## src/rtl/ppd_pkg.sv

```systemverilog
package ppd_pkg;
  // bits needed to hold a residue modulo k
  function automatic int res_width(input int k);
    return (k <= 2) ? 1 : $clog2(k);
  endfunction
endpackage

```

## src/rtl/ppd_mod_detect.sv

```systemverilog
module ppd_mod_detect #(
  parameter int N = 12,
  parameter int K = 2
) (
  input  logic [N-1:0] bits_i,
  output logic         hit_o
);
  localparam int RW = ppd_pkg::res_width(K);
  localparam logic [RW-1:0] LAST = RW'(K - 1);

  logic [RW-1:0] res;

  // ripple residue modulo K through the lanes
  always_comb begin
    res = '0;
    for (int i = 0; i < N; i++) begin
      if (bits_i[i]) res = (res == LAST) ? '0 : res + RW'(1);
    end
    hit_o = (res == '0);
  end

  always_comb begin
    assert_mod_flag_R1: assert (hit_o == (($countones(bits_i) % K) == 0))
      else $error("divisor flag K=%0d wrong", K);
  end
endmodule

```

## src/rtl/ppd_bubble_up.sv

```systemverilog
module ppd_bubble_up #(
  parameter int W = 4
) (
  input  logic [W-1:0] lanes_i,
  output logic         top_o,
  output logic [W-2:0] rest_o
);
  logic carry;

  // one upward pass: OR rises, AND stays behind
  always_comb begin
    carry = lanes_i[0];
    for (int i = 1; i < W; i++) begin
      rest_o[i-1] = carry & lanes_i[i];
      carry       = carry | lanes_i[i];
    end
    top_o = carry;
  end

  always_comb begin
    assert_pass_keeps_ones_R1: assert ($countones(lanes_i) == $countones({top_o, rest_o}))
      else $error("bubble pass changed count of ones");
    assert_pass_max_top_R1: assert (top_o == (lanes_i != '0))
      else $error("bubble pass lost its maximum");
  end
endmodule

```

## src/rtl/prime_popcount_detect.sv

```systemverilog
module prime_popcount_detect #(
  parameter int N = 12
) (
  input  logic [N-1:0] in_i,
  output logic         prime_o
);
  localparam int FW = (N > 1) ? N - 1 : 1;

  if (N < 2) begin : g_tiny
    assign prime_o = 1'b0;
  end else begin : g_main
    logic [FW-1:0] flags;
    logic          any_hi;

    for (genvar k = 2; k <= N; k++) begin : g_div
      ppd_mod_detect #(.N(N), .K(k)) u_div (
        .bits_i (in_i),
        .hit_o  (flags[k-2])
      );
    end

    assign any_hi = |in_i;

    if (N == 2) begin : g_one_flag
      assign prime_o = flags[0] & any_hi;
    end else if (N == 3) begin : g_two_flags
      logic       top1;
      logic [0:0] rest1;
      ppd_bubble_up #(.W(2)) u_pass1 (.lanes_i(flags), .top_o(top1), .rest_o(rest1));
      assign prime_o = (top1 ^ rest1[0]) & any_hi;
    end else begin : g_two_pass
      logic          top1, top2;
      logic [FW-2:0] rest1;
      logic [FW-3:0] rest2;
      ppd_bubble_up #(.W(FW))   u_pass1 (.lanes_i(flags), .top_o(top1), .rest_o(rest1));
      ppd_bubble_up #(.W(FW-1)) u_pass2 (.lanes_i(rest1), .top_o(top2), .rest_o(rest2));
      // exactly one flag high <=> top high, second low
      assign prime_o = (top1 ^ top2) & any_hi;

      always_comb begin
        assert_flags_conserved_R1: assert ($countones(flags) ==
            32'(top1) + 32'(top2) + $countones(rest2))
          else $error("flag count not conserved across passes");
      end
    end

    always_comb begin
      assert_single_divisor_R1: assert (!prime_o || ($countones(flags) == 1))
        else $error("prime_o high without a single divisor flag");
      assert_zero_low_R3: assert (any_hi || !prime_o)
        else $error("prime_o high with no input set");
    end
  end

  always_comb begin
    assert_single_low_R4: assert (($countones(in_i) != 1) || !prime_o)
      else $error("prime_o high for a single set input");
  end
endmodule

```

## config.mk

```make
export PLATFORM = sky130hd
export DESIGN_NAME = prime_popcount_detect
export DESIGN_NICKNAME = d
export VERILOG_FILES = /design/src/rtl/ppd_pkg.sv /design/src/rtl/ppd_mod_detect.sv /design/src/rtl/ppd_bubble_up.sv /design/src/rtl/prime_popcount_detect.sv
export SDC_FILE = /design/constraint.sdc
export NUM_CORES = 1
export LEC_CHECK = 0
export ABC_AREA = 1
export CAP_MARGIN = 20
export CORE_ASPECT_RATIO = 1.5
export CORE_MARGIN = 2
export CORE_UTILIZATION = 60
export DETAILED_ROUTE_END_ITERATION = 6
export DONT_BUFFER_PORTS = 1
export GPL_TIMING_DRIVEN = 1
export PLACE_DENSITY_LB_ADDON = 0.1
export SLEW_MARGIN = 15
export SYNTH_ARGS = -nofsm -noshare
export SYNTH_HDL_FRONTEND = slang
export SYNTH_SLANG_ARGS = --single-unit
```

## constraint.sdc

```tcl
create_clock -name vclk -period 15.6
set_input_delay 4.68 -clock vclk [all_inputs]
set_output_delay 4.68 -clock vclk [all_outputs]
set_load 0.02 [all_outputs]
```

==> results_tabular.tex <==
\begin{tabular}{lr}
\hline
Metric & Value \\
\hline
\multicolumn{2}{l}{\textbf{Layout}} \\
Area growth, synth to finish & 21.1\% \\
Finished Core Util & 73.6\% \\
Number of flip-flops and latches & 0 \\
Multi-input gate area in the final layout & 6040 µm² \\
Layout clock buffers & 0 \\
Final net count & 1383 \\
Count of fill cells added during filler insertion & 929 \\
Antenna diode count & 0 \\
Layout cells sized above 1 & 26.1\% \\
Post-route standard cell area excluding fillers & 7670 µm² \\
Final standard cell count with taps included and fillers excluded & 1413 \\
Area occupied by registers & 0 µm² \\
\multicolumn{2}{l}{\textbf{Place}} \\
PortBufs & 0 \\
Placed wire-length estimate after detailed placement & 12500 µm \\
Placement Setup Slack & -0.239 ns \\
Cell count after placement & 1387 \\
Post-Place Cell Area & 6930 µm² \\
Global placement routability congestion & 0.868 \\
\multicolumn{2}{l}{\textbf{Min path}} \\
Type of the tightest min-delay check & input port to primary output \\
\multicolumn{2}{l}{\textbf{Synth}} \\
Post-Synthesis Net Count & 1315 \\
Total number of yosys warnings & 0 \\
Fraction of the yosys area taken by sequential cells & 0\% \\
Top cells by area, synth & sky130\_fd\_sc\_hd\_\_nand2\_1 25\%, sky130\_fd\_sc\_hd\_\_ha\_1 20\%, sky130\_fd\_sc\_hd\_\_inv\_1 9.8\% \\
Synthesized area & 6330 µm² \\
Avg Synthesized Cell Area & 5.27 µm² \\
Fraction of synthesized cell area taken by the top area cell type & 25.1\% \\
Cells after synthesis & 1203 \\
Number of distinct library cells after synthesis & 42 \\
Library cell occupying the most area in the post-synthesis netlist & sky130\_fd\_sc\_hd\_\_nand2\_1 \\
\multicolumn{2}{l}{\textbf{Route}} \\
Drt pass-1 iters & 5 \\
Total Wirelength & 16200 µm \\
Detailed-route wire length per cell & 11.5 µm \\
Count of unresolved DRC violations after routing & 0 \\
Number of vias per cell after detailed routing & 5.21 \\
Number of nets with antenna violations after routing & 0 \\
Number of violations reported at the end of detailed-routing iteration 0 & 276 \\
Detailed-route via count & 7363 \\
\multicolumn{2}{l}{\textbf{Die}} \\
Die area & 11400 µm² \\
Die outline height & 130 µm \\
\# rows & 46 \\
Area of the core region & 10400 µm² \\
Top Ports & 13 \\
Die width & 87.9 µm \\
Starting density of the core & 60.8\% \\
\multicolumn{2}{l}{\textbf{Power}} \\
Internal power of the cells & 0.268 mW \\
Combinational share of power & 100.0\% \\
Static leakage power & 4.31 nW \\
Seq pwr share & 0\% \\
Max IR drop VDD & 0.0507 mV \\
Overall power of the completed layout & 0.652 mW \\
Net switching power & 0.384 mW \\
Part of the power in the clock network & 0\% \\
Switching power share of the total & 58.8\% \\
Ratio of total power to cell area & 85.0 nW/µm² \\
\multicolumn{2}{l}{\textbf{Timing}} \\
Slew at the pin with the worst max-slew slack & 0.564 ns \\
Relative slew slack & 62.2\% \\
Setup WS post-layout & 0.163 ns \\
Final hold violation count & 0 \\
Final period util & 99.0\% \\
Setup violations, final & 0 \\
Tmin final & 15.44 ns \\
Hold Worst Slack & 9.78 ns \\
Max Fclk & 64.8 MHz \\
Final number of max-transition violations & 0 \\
Post-Route Setup TNS & 0 ns \\
\multicolumn{2}{l}{\textbf{GRT}} \\
Overall fraction of global-route tracks in use & 25.6\% \\
Pin count of the biggest net entering global routing & 37 \\
Number of global-route vias before repair & 6384 \\
Antenna violations before repair & 0 \\
Total grt overflow & 0 \\
Global-route wire length before repair & 25100 µm \\
\multicolumn{2}{l}{\textbf{Setup path}} \\
CP max FO & 3 \\
Type of element capturing the critical path & primary output \\
Sort of element at the start of the critical path & input port \\
Crit path kind & input port to primary output \\
Critical path depth & 64 \\
Buffering stage count on the worst path with inverters included & 19 \\
Crit path to & prime\_o \\
CP max-delay cell & sky130\_fd\_sc\_hd\_\_ha\_4 \\
Worst endpoint data arrival time & 10.76 ns \\
Delay contributed by the slowest stage of the critical path & 0.26 ns \\
Kind of cell with the highest combined delay on the critical path & simple AND/OR/NAND/NOR gates \\
Worst setup startpoint & in\_i[1] \\
Worst Path Required & 10.92 ns \\
\multicolumn{2}{l}{\textbf{Outcome}} \\
Result of the run & finished, final reports clean \\
\multicolumn{2}{l}{\textbf{Flow run}} \\
Max-cap viol count & 0 \\
\multicolumn{2}{l}{\textbf{CTS}} \\
Post-CTS Hold Fix Bufs & 0 \\
\hline
\end{tabular}
## worst min path at each step
| stage | from | end | slack, ns | depth (start not counted) |
|---|---|---|---|---|
| 6_report | in_i[4] | prime_o | 9.78 | 4 |
| 5_1_grt | in_i[4] | prime_o | 9.84 | 4 |
| 4_1_cts | in_i[4] | prime_o | 9.82 | 4 |
| 3_5_place_dp | in_i[4] | prime_o | 9.79 | 4 |
| 3_3_place_gp | in_i[4] | prime_o | 9.79 | 4 |
| 2_1_floorplan | in_i[2] | prime_o | 9.67 | 4 |
## cells by family (layout without fill, tap and decap cells)
family / after synthesis / after routing / synth area share [%]
xor+xnor: 20 / 20 / 3.12
simple gates: 745 / 745 / 53.5
compound gates: 120 / 120 / 10.4
buf+inv: 218 / 284 / 13.3
fa+ha+maj: 100 / 100 / 19.8
## layout by cell type, fill, tap and decap left out, types with 2 or more instances in the layout
cell type and count:
sky130_fd_sc_hd__xor2_2 2, sky130_fd_sc_hd__or2_1 2, sky130_fd_sc_hd__inv_2 37, sky130_fd_sc_hd__nand3b_1 13, sky130_fd_sc_hd__nor2_1 73, sky130_fd_sc_hd__a21oi_2 4
sky130_fd_sc_hd__nand3_4 3, sky130_fd_sc_hd__nor2_2 19, sky130_fd_sc_hd__buf_6 3, sky130_fd_sc_hd__nor2_4 8, sky130_fd_sc_hd__nand4_1 21, sky130_fd_sc_hd__nand2_4 14
sky130_fd_sc_hd__a21oi_1 13, sky130_fd_sc_hd__buf_4 94, sky130_fd_sc_hd__or2_2 8, sky130_fd_sc_hd__o21ai_0 39, sky130_fd_sc_hd__nand3_2 22, sky130_fd_sc_hd__ha_1 76
sky130_fd_sc_hd__o21ai_2 16, sky130_fd_sc_hd__inv_1 144, sky130_fd_sc_hd__nand2_1 381, sky130_fd_sc_hd__xnor2_2 2, sky130_fd_sc_hd__nor3_1 2, sky130_fd_sc_hd__inv_4 4
sky130_fd_sc_hd__o21ai_1 34, sky130_fd_sc_hd__a31oi_1 3, sky130_fd_sc_hd__o21a_1 3, sky130_fd_sc_hd__xnor2_1 12, sky130_fd_sc_hd__ha_2 9, sky130_fd_sc_hd__nand3_1 108
sky130_fd_sc_hd__xor2_1 4, sky130_fd_sc_hd__ha_4 15, sky130_fd_sc_hd__nand2_2 65, sky130_fd_sc_hd__o211ai_1 3, sky130_fd_sc_hd__clkinv_1 2, sky130_fd_sc_hd__o22ai_1 2
## layout make-up
type                            count  area share [%]
Multi-Input combinational cell    985            78.7
Inverter                          187            9.28
Tap cell                          144            2.35
Timing Repair Buffer               97            9.64
## power by group through the flow
stage / clock network [mW] / logic (mW) / registers [mW]
after floorplan: 0 / 0.438 / 0
after global placement: 0 / 0.550 / 0
after detailed placement: 0 / 0.563 / 0
after CTS: 0 / 0.573 / 0
after global routing: 0 / 0.748 / 0
final: 0 / 0.652 / 0
## cell usage after synthesis, drive strengths merged
library cell and n:
nand2 460, inv 185, nand3 133, nor2 101, ha 100, o21ai 90
nand4 22, buf 18, a21oi 17, xnor2 14, clkbuf 13, nand3b 13
or2 11, xor2 6, a31oi 3, o211ai 3, o21a 3, and2 2
clkinv 2, nor3 2, o22ai 2, a21boi 1, nor4 1, o21bai 1
## timing repair
item,CTS,global route
endpoints found under the setup margin,1,1
setup buffers,9,17
resized for setup,10,158
pin swaps,8,88
## routing by layer
metal | global-route usage [%] | part of all wire [%] | vias up
li1 | - | - | 3940
met1 | 27.3 | 41 | 3241
met2 | 51.4 | 53 | 122
met3 | 1.52 | 2.0 | 60
met4 | 8.96 | 4.4 | 0
met5 | 0 | 0 | -
## worst min-delay path, cell delays in order
cell and delay, ns:
sky130_fd_sc_hd__nor4_1 0.03, sky130_fd_sc_hd__nand4_1 0.15, sky130_fd_sc_hd__nand2_2 0.09, sky130_fd_sc_hd__nor2_4 0.14
No activity file was read; power rests on OpenSTA's default activity.
